[config.mk]
export PLATFORM = sky130hd
export DESIGN_NAME = split_np_buffer
export DESIGN_NICKNAME = d
export VERILOG_FILES = /design/src/rtl/sp_np_pkg.sv /design/src/rtl/sp_np_slot.sv /design/src/rtl/sp_np_age_arb.sv /design/src/rtl/split_np_buffer.sv
export SDC_FILE = /design/constraint.sdc
export NUM_CORES = 1
export LEC_CHECK = 0
export BUFFER_PORTS_ARGS = -buffer_cell sky130_fd_sc_hd__clkbuf_2
export CAP_MARGIN = 20
export CORE_ASPECT_RATIO = 1.2
export CORE_UTILIZATION = 54
export CTS_BUF_LIST = sky130_fd_sc_hd__clkbuf_4
export CTS_CLUSTER_DIAMETER = 150
export DETAILED_ROUTE_END_ITERATION = 12
export MAX_ROUTING_LAYER = met4
export PLACE_DENSITY_LB_ADDON = 0.3
export SYNTH_ARGS = -nofsm -noshare
export SYNTH_HDL_FRONTEND = slang
export SYNTH_SLANG_ARGS = --single-unit
[constraint.sdc]
create_clock -name clk -period 4.4 [get_ports clk]
set_input_delay 0.22 -clock clk [delete_from_list [all_inputs] [get_ports clk]]
set_output_delay 0.22 -clock clk [all_outputs]
set_load 0.03 [all_outputs]
[src/rtl/sp_np_pkg.sv]
package sp_np_pkg;
  typedef enum logic [1:0] {
    SL_FREE  = 2'd0,
    SL_READY = 2'd1,
    SL_BUSY  = 2'd2,
    SL_DONE  = 2'd3
  } slot_st_e;

  localparam logic [1:0] CODE_ACK   = 2'd0;
  localparam logic [1:0] CODE_NAK   = 2'd1;
  localparam logic [1:0] CODE_NYET  = 2'd2;
  localparam logic [1:0] CODE_STALL = 2'd3;
endpackage

[src/rtl/sp_np_slot.sv]
module sp_np_slot
  import sp_np_pkg::*;
#(
  parameter int ADDR_W = 7,
  parameter int EP_W   = 4,
  parameter int DATA_W = 32
) (
  input  logic              clk,
  input  logic              rst_ni,
  input  logic              alloc,
  input  logic              issue,
  input  logic              finish,
  input  logic              release_i,
  input  logic [ADDR_W-1:0] req_addr,
  input  logic [EP_W-1:0]   req_ep,
  input  logic              req_dir,
  input  logic              req_setup,
  input  logic [DATA_W-1:0] req_data,
  input  logic [1:0]        fin_code,
  input  logic [DATA_W-1:0] fin_data,
  output slot_st_e          st,
  output logic [ADDR_W-1:0] addr,
  output logic [EP_W-1:0]   ep,
  output logic              dir,
  output logic              setup,
  output logic [DATA_W-1:0] data,
  output logic [1:0]        code
);
  slot_st_e          st_q, st_d;
  logic              key_en, data_en, code_en;
  logic [DATA_W-1:0] data_d;
  logic [ADDR_W-1:0] addr_q;
  logic [EP_W-1:0]   ep_q;
  logic              dir_q, setup_q;
  logic [DATA_W-1:0] data_q;
  logic [1:0]        code_q;

  always_comb begin
    st_d = st_q;
    case (st_q)
      SL_FREE:  if (alloc)     st_d = SL_READY;
      SL_READY: if (issue)     st_d = SL_BUSY;
      SL_BUSY:  if (finish)    st_d = SL_DONE;
      SL_DONE:  if (release_i) st_d = SL_FREE;
      default:                 st_d = SL_FREE;
    endcase
  end

  assign key_en  = alloc;
  assign data_en = alloc | (finish & dir_q);
  assign code_en = finish;
  assign data_d  = alloc ? req_data : fin_data;

  always_ff @(posedge clk or negedge rst_ni) begin
    if (!rst_ni) st_q <= SL_FREE;
    else         st_q <= st_d;
  end

  always_ff @(posedge clk) begin
    if (key_en) begin
      addr_q  <= req_addr;
      ep_q    <= req_ep;
      dir_q   <= req_dir;
      setup_q <= req_setup;
    end
    if (data_en) data_q <= data_d;
    if (code_en) code_q <= fin_code;
  end

  assign st    = st_q;
  assign addr  = addr_q;
  assign ep    = ep_q;
  assign dir   = dir_q;
  assign setup = setup_q;
  assign data  = data_q;
  assign code  = code_q;

  AST_ALLOC_FROM_FREE: assert property (@(posedge clk) disable iff (!rst_ni)
    alloc |-> st_q == SL_FREE);
  AST_RELEASE_ONLY_DONE: assert property (@(posedge clk) disable iff (!rst_ni)
    release_i |-> st_q == SL_DONE);
  AST_RELEASE_FREES: assert property (@(posedge clk) disable iff (!rst_ni)
    release_i |=> st_q == SL_FREE);
endmodule

[src/rtl/sp_np_age_arb.sv]
module sp_np_age_arb #(
  parameter int N = 2
) (
  input  logic         clk,
  input  logic         rst_ni,
  input  logic [N-1:0] alloc_vec,
  input  logic [N-1:0] ready_vec,
  output logic [N-1:0] grant
);
  // older_q[i][j] set: slot i was accepted before slot j
  logic [N-1:0] older_q [N];
  logic [N-1:0] older_d [N];

  always_comb begin
    for (int i = 0; i < N; i++) begin
      for (int j = 0; j < N; j++) begin
        older_d[i][j] = older_q[i][j];
        if (alloc_vec[i])                older_d[i][j] = 1'b0;
        else if (alloc_vec[j] && i != j) older_d[i][j] = 1'b1;
      end
    end
  end

  for (genvar g = 0; g < N; g++) begin : g_row
    always_ff @(posedge clk or negedge rst_ni) begin
      if (!rst_ni) older_q[g] <= '0;
      else         older_q[g] <= older_d[g];
    end
  end

  always_comb begin
    for (int i = 0; i < N; i++) begin
      logic blocked;
      blocked = 1'b0;
      for (int j = 0; j < N; j++) begin
        if (j != i && ready_vec[j] && older_q[j][i]) blocked = 1'b1;
      end
      grant[i] = ready_vec[i] && !blocked;
    end
  end

  AST_GRANT_ONEHOT: assert property (@(posedge clk) disable iff (!rst_ni)
    $onehot0(grant));
  AST_GRANT_WHEN_READY: assert property (@(posedge clk) disable iff (!rst_ni)
    (|ready_vec) |-> (|grant));
endmodule

[src/rtl/split_np_buffer.sv]
module split_np_buffer
  import sp_np_pkg::*;
#(
  parameter int NSLOT  = 2,
  parameter int ADDR_W = 7,
  parameter int EP_W   = 4,
  parameter int DATA_W = 32
) (
  input  logic              clk,
  input  logic              rst_n,
  input  logic              periodic_pending,
  input  logic              hs_req_valid,
  input  logic              hs_req_kind,
  input  logic [ADDR_W-1:0] hs_req_addr,
  input  logic [EP_W-1:0]   hs_req_ep,
  input  logic              hs_req_dir,
  input  logic              hs_req_setup,
  input  logic [DATA_W-1:0] hs_req_data,
  output logic              hs_rsp_valid,
  output logic [1:0]        hs_rsp_code,
  output logic              hs_rsp_has_data,
  output logic [DATA_W-1:0] hs_rsp_data,
  output logic              ds_req_valid,
  input  logic              ds_req_ready,
  output logic [ADDR_W-1:0] ds_req_addr,
  output logic [EP_W-1:0]   ds_req_ep,
  output logic              ds_req_dir,
  output logic              ds_req_setup,
  output logic [DATA_W-1:0] ds_req_data,
  input  logic              ds_rsp_valid,
  input  logic [1:0]        ds_rsp_code,
  input  logic [DATA_W-1:0] ds_rsp_data
);
  logic [1:0] rst_pipe_q;
  logic       rst_ni;

  always_ff @(posedge clk or negedge rst_n) begin
    if (!rst_n) rst_pipe_q <= 2'b00;
    else        rst_pipe_q <= {rst_pipe_q[0], 1'b1};
  end
  assign rst_ni = rst_pipe_q[1];

  slot_st_e          s_st    [NSLOT];
  logic [ADDR_W-1:0] s_addr  [NSLOT];
  logic [EP_W-1:0]   s_ep    [NSLOT];
  logic              s_dir   [NSLOT];
  logic              s_setup [NSLOT];
  logic [DATA_W-1:0] s_data  [NSLOT];
  logic [1:0]        s_code  [NSLOT];

  logic [NSLOT-1:0] free_vec, ready_vec, done_vec, occ, match_vec;
  logic [NSLOT-1:0] first_free, alloc_vec, issue_vec, finish_vec, release_vec, grant;
  logic             start, comp, hit, any_free, hit_done;
  logic [1:0]       hit_code;
  logic             hit_dir;
  logic [DATA_W-1:0] hit_data;

  logic              dn_busy_q, dn_busy_d;
  logic [NSLOT-1:0]  dn_sel_q;
  logic              dn_sel_en, take;

  logic              rsp_valid_d, rsp_has_d;
  logic [1:0]        rsp_code_d;
  logic              rsp_en;

  assign start = hs_req_valid && !hs_req_kind;
  assign comp  = hs_req_valid &&  hs_req_kind;

  always_comb begin
    for (int i = 0; i < NSLOT; i++) begin
      free_vec[i]  = s_st[i] == SL_FREE;
      ready_vec[i] = s_st[i] == SL_READY;
      done_vec[i]  = s_st[i] == SL_DONE;
      occ[i]       = !free_vec[i];
      match_vec[i] = occ[i] && s_addr[i] == hs_req_addr &&
                     s_ep[i] == hs_req_ep && s_dir[i] == hs_req_dir;
    end
  end

  always_comb begin
    logic found;
    found      = 1'b0;
    first_free = '0;
    for (int i = 0; i < NSLOT; i++) begin
      if (!found && free_vec[i]) begin
        first_free[i] = 1'b1;
        found         = 1'b1;
      end
    end
  end

  always_comb begin
    hit_code = '0;
    hit_dir  = 1'b0;
    hit_data = '0;
    for (int i = 0; i < NSLOT; i++) begin
      if (match_vec[i]) begin
        hit_code = hit_code | s_code[i];
        hit_dir  = hit_dir  | s_dir[i];
        hit_data = hit_data | s_data[i];
      end
    end
  end

  assign hit       = |match_vec;
  assign any_free  = |free_vec;
  assign hit_done  = |(match_vec & done_vec);
  assign alloc_vec = (start && !hit) ? first_free : '0;
  assign release_vec = comp ? (match_vec & done_vec) : '0;

  // high-side response
  always_comb begin
    rsp_valid_d = hs_req_valid;
    rsp_code_d  = CODE_NAK;
    rsp_has_d   = 1'b0;
    if (start) begin
      rsp_code_d = (hit || any_free) ? CODE_ACK : CODE_NAK;
    end else if (comp && hit) begin
      if (hit_done) begin
        rsp_code_d = hit_code;
        rsp_has_d  = hit_dir && (hit_code == CODE_ACK);
      end else begin
        rsp_code_d = CODE_NYET;
      end
    end
  end
  assign rsp_en = comp && hit_done;

  always_ff @(posedge clk or negedge rst_ni) begin
    if (!rst_ni) begin
      hs_rsp_valid    <= 1'b0;
      hs_rsp_code     <= CODE_ACK;
      hs_rsp_has_data <= 1'b0;
    end else begin
      hs_rsp_valid    <= rsp_valid_d;
      hs_rsp_code     <= rsp_code_d;
      hs_rsp_has_data <= rsp_has_d;
    end
  end

  always_ff @(posedge clk) begin
    if (rsp_en) hs_rsp_data <= hit_data;
  end

  // downstream side
  sp_np_age_arb #(.N(NSLOT)) u_arb (
    .clk       (clk),
    .rst_ni    (rst_ni),
    .alloc_vec (alloc_vec),
    .ready_vec (ready_vec),
    .grant     (grant)
  );

  assign ds_req_valid = !dn_busy_q && !periodic_pending && (|ready_vec);
  assign take         = ds_req_valid && ds_req_ready;
  assign issue_vec    = take ? grant : '0;
  assign finish_vec   = (ds_rsp_valid && dn_busy_q) ? dn_sel_q : '0;

  always_comb begin
    ds_req_addr  = '0;
    ds_req_ep    = '0;
    ds_req_dir   = 1'b0;
    ds_req_setup = 1'b0;
    ds_req_data  = '0;
    for (int i = 0; i < NSLOT; i++) begin
      if (grant[i]) begin
        ds_req_addr  = ds_req_addr  | s_addr[i];
        ds_req_ep    = ds_req_ep    | s_ep[i];
        ds_req_dir   = ds_req_dir   | s_dir[i];
        ds_req_setup = ds_req_setup | s_setup[i];
        ds_req_data  = ds_req_data  | s_data[i];
      end
    end
  end

  always_comb begin
    dn_busy_d = dn_busy_q;
    if (take)              dn_busy_d = 1'b1;
    else if (ds_rsp_valid) dn_busy_d = 1'b0;
  end
  assign dn_sel_en = take;

  always_ff @(posedge clk or negedge rst_ni) begin
    if (!rst_ni) begin
      dn_busy_q <= 1'b0;
      dn_sel_q  <= '0;
    end else begin
      dn_busy_q <= dn_busy_d;
      if (dn_sel_en) dn_sel_q <= grant;
    end
  end

  for (genvar g = 0; g < NSLOT; g++) begin : g_slot
    sp_np_slot #(.ADDR_W(ADDR_W), .EP_W(EP_W), .DATA_W(DATA_W)) u_slot (
      .clk       (clk),
      .rst_ni    (rst_ni),
      .alloc     (alloc_vec[g]),
      .issue     (issue_vec[g]),
      .finish    (finish_vec[g]),
      .release_i (release_vec[g]),
      .req_addr  (hs_req_addr),
      .req_ep    (hs_req_ep),
      .req_dir   (hs_req_dir),
      .req_setup (hs_req_setup),
      .req_data  (hs_req_data),
      .fin_code  (ds_rsp_code),
      .fin_data  (ds_rsp_data),
      .st        (s_st[g]),
      .addr      (s_addr[g]),
      .ep        (s_ep[g]),
      .dir       (s_dir[g]),
      .setup     (s_setup[g]),
      .data      (s_data[g]),
      .code      (s_code[g])
    );
  end

  AST_ISSUE_GATED: assert property (@(posedge clk) disable iff (!rst_ni)
    $rose(dn_busy_q) |-> !$past(periodic_pending));
  AST_RSP_WHILE_BUSY: assert property (@(posedge clk) disable iff (!rst_ni)
    ds_rsp_valid |-> dn_busy_q);
  AST_NAK_KEEPS_SLOTS: assert property (@(posedge clk) disable iff (!rst_ni)
    (hs_rsp_valid && hs_rsp_code == CODE_NAK && $past(start)) |-> occ == $past(occ));
  AST_NO_OFFER_WHILE_BUSY: assert property (@(posedge clk) disable iff (!rst_ni)
    $past(take) |-> !ds_req_valid);
endmodule

---- Word level (Yosys, flattened, before mapping) ----
Index checks and enable logic that the tools add are counted.
word-level totals
  register bits after elaboration ......... 141
  bits of input ports ..................... 86
  logic and storage cells ................. 147
  output and inout bits ................... 82
cells by class
  bitwise logic cells ..................... 13
  multiplexer cells ....................... 49
  reduce and logical (&&, ||, !) cells .... 42
  eq/ne operators ......................... 20
operators by type and width
  kind                number
  $mux 32             6
  $or 32x32->32       2
  $mux 2              17
  $logic_and 1x1->1   21
  $mux 1              20
  $pmux 2 s4          2
  $eq 7x7->1          2
  $mux 7              2
  $logic_not 1->1     9
  $eq 2x2->1 const B  4
  $eq 4x4->1          2
  $mux 4              2
  $ne 2x1->1 const B  4
  $ne 2x2->1 const B  4
  $reduce_and 4->1    2
  $reduce_or 2->1     4
  $or 7x7->7          1
  $logic_not 2->1     3
  $or 1x1->1          5
  $eq 2x1->1 const B  2
  $or 4x4->4          1
  $reduce_bool 2->1   2
  $and 1x1->1         2
  $and 2x2->2         1
  3 further kinds     4

---- Depth between registers and ports, before layout ----
Gate-level depths: netlist of the first run.
  word-level depth ........................ 13
  mapped depth ............................ 10
  mapped depth without buffers ............ 8

---- Cells and area by module ----
Synthesis of the first run repeated with hierarchy kept, for this count alone.
unflattened totals
  cell total of the unflattened synthesis .. 429
  area total of the unflattened synthesis .. 6617.6 um^2
modules (own cells, without submodules)
  module                         cells each  area each (um^2)  sequential area each (um^2)  times used
  split_np_buffer                221         2522.4            1186.1                       1
  sp_np_slot (g_slot[0].u_slot)  101         2006.9            1461.4                       1
  sp_np_slot (g_slot[1].u_slot)  101         2003.2            1461.4                       1
  sp_np_age_arb                  6           85.1              50.0                         1

---- Worst setup path after synthesis of the first run ----
No wires, ideal clock.
  kind .................................... reg-to-reg
  from .................................... reg g_slot[0].u_slot.addr_q[4]
  to ...................................... reg hs_rsp_data[0], enable pin
  data arrival time ....................... 3346 ps
  slack ................................... 622 ps
  buffers on the path ..................... 3
  stages on the path, launching flop included .. 9
  path through ............................ edfxtp_1 > xor2_1 > nor4_1 > and4_1 > clkbuf_1 > buf_2 > buf_2 > nand2_1 > a21oi_1
between the ends
  longest elaborated chain between the ends .. 7
ends and longest elaborated chain
  element                         RTL line                source
  from (decl)                     sp_np_slot.sv:32        logic [ADDR_W-1:0] addr_q;
  from (signal assigned)          sp_np_slot.sv:61        addr_q <= req_addr;
  $eq 7x7->1                      split_np_buffer.sv:75   match_vec[i] = occ[i] && s_addr[i] == hs_req_addr &&
  $logic_and 1x1->1 (2 in a row)  split_np_buffer.sv:75
  $logic_and 1x1->1               split_np_buffer.sv:76   s_ep[i] == hs_req_ep && s_dir[i] == hs_req_dir;
  $and 2x2->2                     split_np_buffer.sv:107  assign hit_done = |(match_vec & done_vec);
  $reduce_or 2->1                 split_np_buffer.sv:107
  $logic_and 1x1->1               split_np_buffer.sv:127  assign rsp_en = comp && hit_done;
  net rsp_en                      split_np_buffer.sv:64   logic rsp_en;
  to (signal assigned)            split_np_buffer.sv:142  if (rsp_en) hs_rsp_data <= hit_data;
  to (decl)                       split_np_buffer.sv:22   output logic [DATA_W-1:0] hs_rsp_data,
The timed path passes the listed nets, and every way through them passes these cells.
A chain may end at the register's enable or synchronous reset.

---- Worst setup path in the final report of the first run ----
  from .................................... reg g_slot[1].u_slot.addr_q[6]
  to ...................................... reg g_slot[1].u_slot.data_q[27], data pin
between the ends
  longest elaborated chain between the ends .. 9
ends and longest elaborated chain
  element                          RTL line                source
  from (decl)                      sp_np_slot.sv:32
  from (signal assigned)           sp_np_slot.sv:61
  $eq 7x7->1                       split_np_buffer.sv:75
  $logic_and 1x1->1 (2 in a row)   split_np_buffer.sv:75
  $logic_and 1x1->1                split_np_buffer.sv:76
  $reduce_or 2->1                  split_np_buffer.sv:105  assign hit = |match_vec;
  $logic_not 1->1                  split_np_buffer.sv:108  assign alloc_vec = (start && !hit) ? first_free : '0;
  $logic_and 1x1->1                split_np_buffer.sv:108
  $mux 2                           split_np_buffer.sv:108
  $mux 32                          sp_np_slot.sv:52        assign data_d = alloc ? req_data : fin_data;
  net g_slot[1].u_slot.data_d[27]  sp_np_slot.sv:31        logic [DATA_W-1:0] data_d;
  to (signal assigned)             sp_np_slot.sv:66        if (data_en) data_q <= data_d;
  to (decl)                        sp_np_slot.sv:35        logic [DATA_W-1:0] data_q;
The timed path passes the listed nets, and every way through them passes these cells.

==> metrics.yaml, run 1 <==
status: "finished, final reports clean"
clkPwrFrac_pct: 19.5
die_height_um: 123
worstHoldStart: "hs_req_kind"
r2r_start: "g_slot[1].u_slot.addr[6]$_DFFE_PP_"
cts_root_buf: "clkbuf_4"
grtUsageTotal_pct: 29.9
r2r_cells: 9
post_cts_resized: 0
cts_buffers: 17
hold_class: "in2reg"
min_period_ns: 3.87
use_met2_pct: 53.6
antenna_found_initial: 0
worstSetupEndpointType: "flop"
clock_skew_ns: 0.0149
drv_slew: 0
place_inst: 730
crit_fanout: 20
wl_per_cell_um: 20.0
synthCells: 423
synth_area_per_cell_um2: 15.6
diodes: 0
cts_max_level: 4
final_layout_size_suffix_gt1_share_pct: 38.8
path_clk_slew_ns: 0.11
p_int_mw: 2.76
criticalPathCategory: "reg2reg"
syn_nets: 517
reg2reg_slack_ns: 0.53
switching_share_pct: 37.7
postCtsSetupRepairBufs: 0
worstSkewPairLatency_ns: 0.54
synthXorXnorAreaFrac_pct: 3.18
seq_power_share_pct: 38.9
hold_buffers: 117
p_leak_nw: 3.71
rsz0062_at_grt: "no"
cap_violations: 0
synth-compound-area-share_pct: 13.1
cp-start-kind: "flop"
post-route-period-util_pct: 88.0
finalWirelength_um: 17500
final_common_cell: "clkbuf_2"
hold_path_depth: 3
dp_hpwl_um: 10400
yosys.area_share.simple_pct: 3.39
worst_pin_slew_ns: 0.881
cp.arrival_ns: 4.17
p_comb_share_pct: 41.6
synthAdderAreaFrac_pct: 1.52
final-hold-violation-count: 0
min_to: "hs_rsp_code[0]$_DFF_PN0_"
fin_cells: 879
grt.met3_usage_pct: 7.91
yosys_warnings: 0
initial_utilization_pct: 56.3
grt_pass1_wl_um: 26700
use_met1_pct: 30.0
synth-seq-area-share_pct: 63.0
syn_to_final_growth_pct: 37.4
final_cell_mix: "167 x clkbuf_2, 126 x edfxtp_1, 117 x dlygate4sd3_1"
cts_tree: "done"
finalSetupTns_ns: 0
fp.dieW_um: 103
grt-ovfl-total: 0
drc: 0
slew_headroom_pct: 41.3
p_sw_mw: 1.67
vdd_drop_max_v: 0.000286
grt_most_used_layer: "met2"
placed_area_um2: 7610
synth_seq_cells: 141
power_density_nw_per_um2: 488
critPathRequiredTime_ns: 4.70
first_global_vias: 5440
drtPass1Iterations: 4
grt_max_degree: 34
core_um2: 11700
dpl_worst_slack_ns: 0.996
die-area_um2: 12700
drt_iter0_drc: 240
fmax_mhz: 258
synth-edff-count: 126
gp_congestion: 0.876
stdcell_area_um2: 9070
pin_count: 168
clk_path_buf_depth: 2
num-nets-final: 803
async_flop_share_pct: 10.6
drtAntennaViolNets: 0
via_count: 5031
port_buffers: 167
cts_sinks: 141
finalSetupViolCount: 0
synth_cell_types: 43
synth_top_family_by_area: "compound AO/OA/AOI/OAI gates"
vias_per_cell: 5.72
r2r_end: "g_slot[1].u_slot.data[27]$_DFFE_PP_"
synthMuxAreaShare_pct: 13.0
setup_ws_ns: 0.527
synth-main-ff-cell: "edfxtp_1"
syn_area_um2: 6600
num_rows: 43
Yosys cell counts (2+ instances only):
| cell type | count | area (µm²) |
|---|---|---|
| a31oi_1 | 3 | 18.8 |
| nor3_1 | 6 | 30.0 |
| ha_1 | 8 | 100 |
| edfxtp_1 | 126 | 3780 |
| and4_1 | 2 | 17.5 |
| nand2_1 | 11 | 41.3 |
| a22o_1 | 77 | 674 |
| nor2_1 | 7 | 26.3 |
| clkbuf_1 | 11 | 41.3 |
| mux2_4 | 28 | 420 |
| nor4_1 | 4 | 25.0 |
| a21oi_1 | 5 | 25.0 |
| mux2_2 | 39 | 439 |
| buf_2 | 5 | 25.0 |
| dfrtp_1 | 15 | 375 |
| o32a_1 | 2 | 20.0 |
| and3_1 | 2 | 12.5 |
| xor2_1 | 24 | 210 |
| a21boi_0 | 2 | 15.0 |
| o21ai_0 | 4 | 20.0 |
| buf_6 | 4 | 45.0 |
| inv_1 | 9 | 33.8 |
| buf_4 | 3 | 22.5 |
| buf_1 | 4 | 15.0 |
| nand4_1 | 3 | 18.8 |
| o21a_1 | 2 | 15.0 |
registers in the layout, summed over array words and instances, names as in the netlist:
signal / flops
g_slot.u_slot.data: 64
hs_rsp_data: 32
g_slot.u_slot.addr: 14
g_slot.u_slot.ep: 8
g_slot.u_slot.code: 4
g_slot.u_slot.st: 4
dn_sel_q: 2
g_slot.u_slot.dir: 2
g_slot.u_slot.setup: 2
hs_rsp_code: 2
rst_pipe_q: 2
u_arb.older_q: 2
dn_busy_q: 1
hs_rsp_has_data: 1
hs_rsp_valid: 1
metal layers:
metal / up-vias / routed length, µm
met5: - / 0
met4: 0 / 554
met3: 54 / 1080
met2: 218 / 9540
met1: 2499 / 6380
li1: 2260 / -
power groups by stage:
stage / registers (mW) / clock network, mW / logic, mW
floorplan: 1.73 / 0 / 1.21
CTS: 1.72 / 0.869 / 1.82
finish: 1.72 / 0.862 / 1.84
global route: 1.74 / 0.925 / 1.95
global placement: 1.74 / 0 / 1.67
detailed placement: 1.75 / 0 / 1.69
worst max path at each step:
| stage | from | to |
|---|---|---|
| after detailed placement | g_slot[0].u_slot.ep[3]$_DFFE_PP_ | hs_rsp_data[0]$_DFFE_PP_ |
| after global placement | g_slot[0].u_slot.addr[4]$_DFFE_PP_ | hs_rsp_data[26]$_DFFE_PP_ |
| after floorplan | g_slot[0].u_slot.addr[4]$_DFFE_PP_ | hs_rsp_data[0]$_DFFE_PP_ |
| final | g_slot[1].u_slot.addr[6]$_DFFE_PP_ | g_slot[1].u_slot.data[27]$_DFFE_PP_ |
| after global routing | g_slot[1].u_slot.ep[1]$_DFFE_PP_ | g_slot[1].u_slot.data[27]$_DFFE_PP_ |
| after CTS | g_slot[1].u_slot.ep[0]$_DFFE_PP_ | g_slot[1].u_slot.data[27]$_DFFE_PP_ |
through the flow:
step / total power, mW / utilization, % / hold slack, ns
after floorplan: 2.94 / - / -0.0756
after global placement: 3.40 / 64.9 / 0.00572
final: 4.43 / 77.4 / 0.110
after detailed placement: 3.45 / 64.9 / 0.00649
after global routing: 4.62 / 77.4 / 0.0604
after CTS: 4.41 / 77.4 / 0.0352
cell type report:
class	count	area, µm²
Multi-Input combinational cell	246	2300
Inverter	9	33.8
Clock buffer	23	173
Clock inverter	9	119
Tap cell	157	196
Timing Repair Buffer	294	2090
Sequential cell	141	4160
Fill cell	728	2650
kinds of logic (layout without fill, tap and decap cells):
logic type | Yosys count | in the layout
other cells | 1 | 1
xor+xnor | 24 | 24
fa+ha+maj | 8 | 8
flops | 141 | 141
simple gates | 42 | 42
compound gates | 104 | 104
mux | 67 | 67
buf+inv | 36 | 335
worst max-delay path: stages (launching register included):
cell and delay [ns]:
edfxtp_1 0.43, xor2_1 0.16, nor4_1 0.58, and4_2 0.68, nor3_1 0.11, nand3b_1 0.11, buf_4 0.28, buf_4 0.33
mux2_2 0.36, dlygate4sd3_1 0.56
Power figures use the tool's default switching activity.
==> run 2: changes to the inputs <==
- CORE_UTILIZATION: 54 -> 35
==> run 2 against run 1 <==
  * Routed wire length fell by 3.9%
  * Clock skew increased by 0.0067 ns
  * Sequential power about the same
  * Critical path depth down 2
  * Power fell by 1.7%
  * Sequential share of layout area down 0.43 points
  * Critical path type unchanged
  * Critical endpoint is now g_slot[0].u_slot.data[0]$_DFFE_PP_
  * Largest power group unchanged
==> metrics.yaml, run 2 (synthesized netlist as in run 1, its figures left out) <==
worstSetupEndpointType: "flop"
port_buffers: 167
largest_register_ff_count: 64
p_leak_nw: 3.68
cpPeakStageDelay_ns: 0.68
slew_headroom_pct: 41.6
path_buf_inv: 2
min_period_ns: 3.84
switching_share_pct: 39.0
initial_utilization_pct: 36.1
pin_count: 168
p_sw_mw: 1.70
setup_ws_ns: 0.560
gp_congestion: 0.824
grt_max_degree: 42
drt_iter0_drc: 220
critPathRequiredTime_ns: 4.70
crit_fanout: 23
path_cells: "xor2_1, nor4_1, and4_2, or4b_4, buf_4, mux2_2, dlygate4sd3_1"
vdd_drop_max_v: 0.000217
crit_family: "simple AND/OR/NAND/NOR gates"
finalSetupViolCount: 0
clock_skew_ns: 0.0215
drtAntennaViolNets: 0
post_cts_resized: 0
cts_sinks: 141
cp-start-kind: "flop"
finalSetupTns_ns: 0
die_height_um: 152
seq_power_share_pct: 39.5
cts_max_level: 4
final-hold-violation-count: 0
grtUsageTotal_pct: 18.6
core_um2: 18300
final_layout_size_suffix_gt1_share_pct: 38.8
post-route-period-util_pct: 87.3
p_int_mw: 2.66
via_count: 4858
cts_buffers: 17
power.total_mw: 4.35
crit_start: "g_slot[1].u_slot.addr[6]$_DFFE_PP_"
first_global_vias: 5139
worstSkewPairLatency_ns: 0.55
dp_hpwl_um: 11000
place_inst: 824
grt_pass1_wl_um: 26200
p_comb_share_pct: 41.7
wl_per_cell_um: 17.3
hold_class: "in2reg"
cts_tree: "done"
clkPwrFrac_pct: 18.8
cp.arrival_ns: 4.14
final_common_cell: "clkbuf_2"
fmax_mhz: 260
drc: 0
reg2reg_slack_ns: 0.56
r2r_cells: 7
grt-ovfl-total: 0
r2r_start: "g_slot[1].u_slot.addr[6]$_DFFE_PP_"
worst_pin_slew_ns: 0.875
num-nets-final: 802
path_clk_slew_ns: 0.13
rsz0062_at_grt: "no"
r2r_end: "g_slot[0].u_slot.data[0]$_DFFE_PP_"
min_to: "hs_rsp_code[0]$_DFF_PN0_"
crit_slowest_cell: "and4_2"
dpl_worst_slack_ns: 1.10
vias_per_cell: 4.99
power_density_nw_per_um2: 475
die-area_um2: 19400
drtPass1Iterations: 4
cts_root_buf: "clkbuf_4"
final_cell_mix: "167 x clkbuf_2, 126 x edfxtp_1, 117 x dlygate4sd3_1"
num_rows: 54
hold_path_depth: 3
worstHoldStart: "hs_req_kind"
fp.dieW_um: 127
drv_slew: 0
status: "finished, final reports clean"
syn_to_final_growth_pct: 38.7
criticalPathCategory: "reg2reg"
antenna_found_initial: 1
clk_path_buf_depth: 2
fin_util_pct: 50.0
finalWirelength_um: 16900
fin_cells: 974
cap_violations: 0
[run 2: worst max path at each step]
stage / end / depth (start not counted)
3_3_place_gp: g_slot[1].u_slot.data[15]$_DFFE_PP_ / 7
3_5_place_dp: g_slot[1].u_slot.data[15]$_DFFE_PP_ / 7
5_1_grt: g_slot[0].u_slot.data[0]$_DFFE_PP_ / 7
2_1_floorplan: hs_rsp_data[0]$_DFFE_PP_ / 8
4_1_cts: g_slot[0].u_slot.data[0]$_DFFE_PP_ / 7
6_report: g_slot[0].u_slot.data[0]$_DFFE_PP_ / 7
[run 2: power groups by stage]
| stage | combinational [mW] | sequential (mW) | clock, mW |
|---|---|---|---|
| after floorplan | 1.21 | 1.73 | 0 |
| after global placement | 1.68 | 1.74 | 0 |
| after detailed placement | 1.70 | 1.75 | 0 |
| after CTS | 1.83 | 1.72 | 0.842 |
| after global routing | 1.94 | 1.74 | 0.902 |
| final | 1.82 | 1.72 | 0.817 |
[run 2: routing by layer]
layer | up-vias | global-route usage (%) | share of wire, %
li1 | 2252 | - | -
met1 | 2402 | 19.0 | 38
met2 | 170 | 32.8 | 53
met3 | 34 | 4.71 | 5.6
met4 | 0 | 8.84 | 2.9
met5 | - | - | 0
[run 2: worst reg2reg max path, cell delays in order, from the launching register on]
cell	delay, ns
edfxtp_1	0.43
xor2_1	0.16
nor4_1	0.54
and4_2	0.69
or4b_4	0.44
buf_4	0.42
mux2_2	0.37
dlygate4sd3_1	0.55
[run 2: area by class of cell]
cell class / instances / area, µm²
well taps: 252 / 315
flip-flops and latches: 141 / 4160
fillers: 1613 / 9150
multi-input cells: 246 / 2300
clock inverters: 15 / 146
clock buffers: 17 / 128
repair buffers: 293 / 2070
inverters: 9 / 33.8
diodes: 1 / 2.50
[run 2: repair_timing]
| action | CTS | global route |
|---|---|---|
| setup buffers | 0 | 0 |
| hold endpoints to repair | 101 | 0 |
| hold buffers | 117 | 0 |
[run 2: stage by stage]
stage | hold slack (ns) | cell area (µm²)
final | 0.0947 | 9160
after global routing | 0.0566 | 9160
after CTS | 0.0602 | 9160
after detailed placement | 0.00790 | 7710
after global placement | 0.00550 | 7710
after floorplan | -0.0756 | 6600
==> run 3: changes to the inputs <==
- ABC_AREA: default -> 1
==> run 3 against run 2 <==
  * Design area rose by 1.7%
  * Critical path type unchanged
  * Largest power group unchanged
  * Register-to-register slack barely moved
  * Final cell count rose by 27%
  * Highest routed layer unchanged
  * Power fell by 0.50%
==> metrics.yaml, run 3 <==
synth_most_common_cell: "inv_1"
yosys_warnings: 0
crit_slowest_cell: "dlygate4sd3_1"
pin_count: 168
antenna_found_initial: 1
synth-edff-count: 126
synth_common_cells: "148 x inv_1, 126 x edfxtp_1, 126 x nand2_1, 76 x o22ai_1, 31 x o21ai_2"
drt_iter0_drc: 351
final-hold-violation-count: 0
num_rows: 56
syn_nets: 789
synth_top_area_cell: "edfxtp_1"
worstHoldStart: "hs_req_data[7]"
cp.depth: 15
wl_per_cell_um: 14.5
crit_fanout: 46
first_global_vias: 5475
cp-start-kind: "flop"
placed_area_um2: 8020
stdcell_area_um2: 9320
finalWirelength_um: 18000
clock_skew_ns: 0.0181
critPathRequiredTime_ns: 4.71
path_cells: "inv_1, ha_1, inv_2, nand2_1, nor2_1, nand2_1, nor2_2, nand2_4, nand3_4, nor2_4, buf_4, inv_4, buf_4, o21ai_2, dlygate4sd3_1"
grtUsageTotal_pct: 18.6
syn_area_um2: 7010
async_flop_share_pct: 10.6
die_height_um: 157
synth-main-ff-cell: "edfxtp_1"
synth_top_area_share_pct: 54.0
crit_family: "buffers and inverters"
slew_headroom_pct: 29.3
worst_pin_slew_ns: 1.06
core_um2: 19500
cap_violations: 0
synth-seq-area-share_pct: 59.3
vias_per_cell: 4.60
hold_path_depth: 3
drtPass1Iterations: 5
largest_register_ff_count: 64
fp.dieW_um: 131
cts_root_buf: "clkbuf_4"
final_common_cell: "clkbuf_2"
vdd_drop_max_v: 0.000207
synth_area_per_cell_um2: 10.1
reg2reg_slack_ns: 0.57
finalSetupTns_ns: 0
drtAntennaViolNets: 0
criticalPathCategory: "reg2reg"
rsz0062_at_grt: "no"
initial_utilization_pct: 35.8
fmax_mhz: 261
grt-ovfl-total: 0
r2r_end: "g_slot[0].u_slot.data[17]$_DFFE_PP_"
status: "finished, final reports clean"
p_leak_nw: 4.41
dp_hpwl_um: 12000
clk_path_buf_depth: 2
power.total_mw: 4.33
via_count: 5684
worstSetupEndpointType: "flop"
cp.arrival_ns: 4.14
grt_pass1_wl_um: 27900
drv_slew: 0
cts_max_level: 4
die-area_um2: 20600
path_clk_slew_ns: 0.12
post-route-period-util_pct: 87.1
cts_buffers: 17
cts_sinks: 141
synth_seq_cells: 141
gp_congestion: 0.848
port_buffers: 167
r2r_cells: 15
path_buf_inv: 6
synthCells: 695
hold_class: "in2reg"
min_to: "g_slot[1].u_slot.data[7]$_DFFE_PP_"
dpl_worst_slack_ns: 0.992
post_cts_resized: 0
finalSetupViolCount: 0
grt_max_degree: 51
cts_tree: "done"
synth_cell_types: 38
power_density_nw_per_um2: 465
cpPeakStageDelay_ns: 0.56
final_cell_mix: "167 x clkbuf_2, 148 x inv_1, 126 x edfxtp_1"
min_period_ns: 3.83
r2r_start: "g_slot[1].u_slot.st[0]$_DFFE_PN0P_"
syn_to_final_growth_pct: 32.9
fin_util_pct: 47.7
drc: 0
synth_area_leaders: "edfxtp_1 54%, inv_1 7.9%, o22ai_1 6.8%"
num-nets-final: 1055
setup_ws_ns: 0.569
postCtsSetupRepairBufs: 0
final_layout_size_suffix_gt1_share_pct: 28.9
worstSkewPairLatency_ns: 0.54
==> run 3: changes by cell type after synthesis, moves of 28 or more <==
cell	delta
mux2_2	-39
o21ai_2	+31
mux2_4	-28
a22o_1	-76
nand2_1	+115
inv_1	+139
nand2_2	+28
o22ai_1	+76
==> run 3: final cells by class <==
class / count / area, µm²
repair buffers: 276 / 1920
flip-flops and latches: 141 / 4160
well taps: 261 / 327
fillers: 1875 / 10200
inverters: 156 / 588
multi-input cells: 369 / 2070
diodes: 1 / 2.50
clock inverters: 13 / 98.8
clock buffers: 19 / 143
==> run 3: how the worst max path moves through the flow <==
stage	startpoint	endpoint	slack (ns)
floorplan	dn_busy_q$_DFFE_PN0P_	g_slot[0].u_slot.data[0]$_DFFE_PP_	0.88
global placement	g_slot[1].u_slot.st[0]$_DFFE_PN0P_	g_slot[0].u_slot.data[8]$_DFFE_PP_	1.11
detailed placement	g_slot[1].u_slot.st[0]$_DFFE_PN0P_	g_slot[0].u_slot.data[8]$_DFFE_PP_	0.99
CTS	g_slot[1].u_slot.st[0]$_DFFE_PN0P_	g_slot[0].u_slot.data[12]$_DFFE_PP_	0.56
global route	g_slot[1].u_slot.st[1]$_DFFE_PN0P_	g_slot[0].u_slot.data[11]$_DFFE_PP_	0.33
finish	g_slot[1].u_slot.st[0]$_DFFE_PN0P_	g_slot[0].u_slot.data[17]$_DFFE_PP_	0.57
==> run 3: layer usage <==
metal | part of all wire, % | wire, µm | vias to the layer above | track usage [%]
met3 | 4.7 | 840 | 28 | 3.64
met5 | 0 | 0 | - | -
met1 | 42 | 7600 | 2602 | 21.8
met2 | 51 | 9080 | 194 | 31.1
li1 | - | - | 2860 | -
met4 | 2.5 | 453 | 0 | 7.90
==> run 3: report_power, final <==
part	internal (mW)	switching [mW]	leakage, nW
registers	1.65	0.0582	1.42
clock network	0.284	0.465	0.136
logic	0.567	1.30	2.86
==> run 3: kinds of logic after synthesis <==
family | count (synthesis) | synth area share (%)
AO/OA/AOI/OAI | 158 | 14.5
flip-flops | 141 | 59.3
XOR/XNOR | 2 | 0.250
buffers and inverters | 185 | 11.4
other | 1 | 0.0535
adder cells (fa/ha/maj) | 8 | 1.43
AND/OR/NAND/NOR | 200 | 13.0
==> run 3: stage by stage <==
step                      instances  hold slack, ns
after floorplan                 695         -0.0756
after global placement         1099         0.00883
after detailed placement       1099         0.00939
after CTS                      1234         0.00761
after global routing           1236         0.00858
final                          1236          0.0620
==> run 3: timing repair <==
item | 4_1_cts | 5_1_grt
setup endpoints to repair | 0 | 0
hold endpoints to repair | 98 | 0
hold buffers | 103 | 0
==> run 3: worst min-delay path, cell delays in order <==
cell and delay, ns:
clkbuf_2 0.07, inv_1 0.04, o21ai_0 0.15
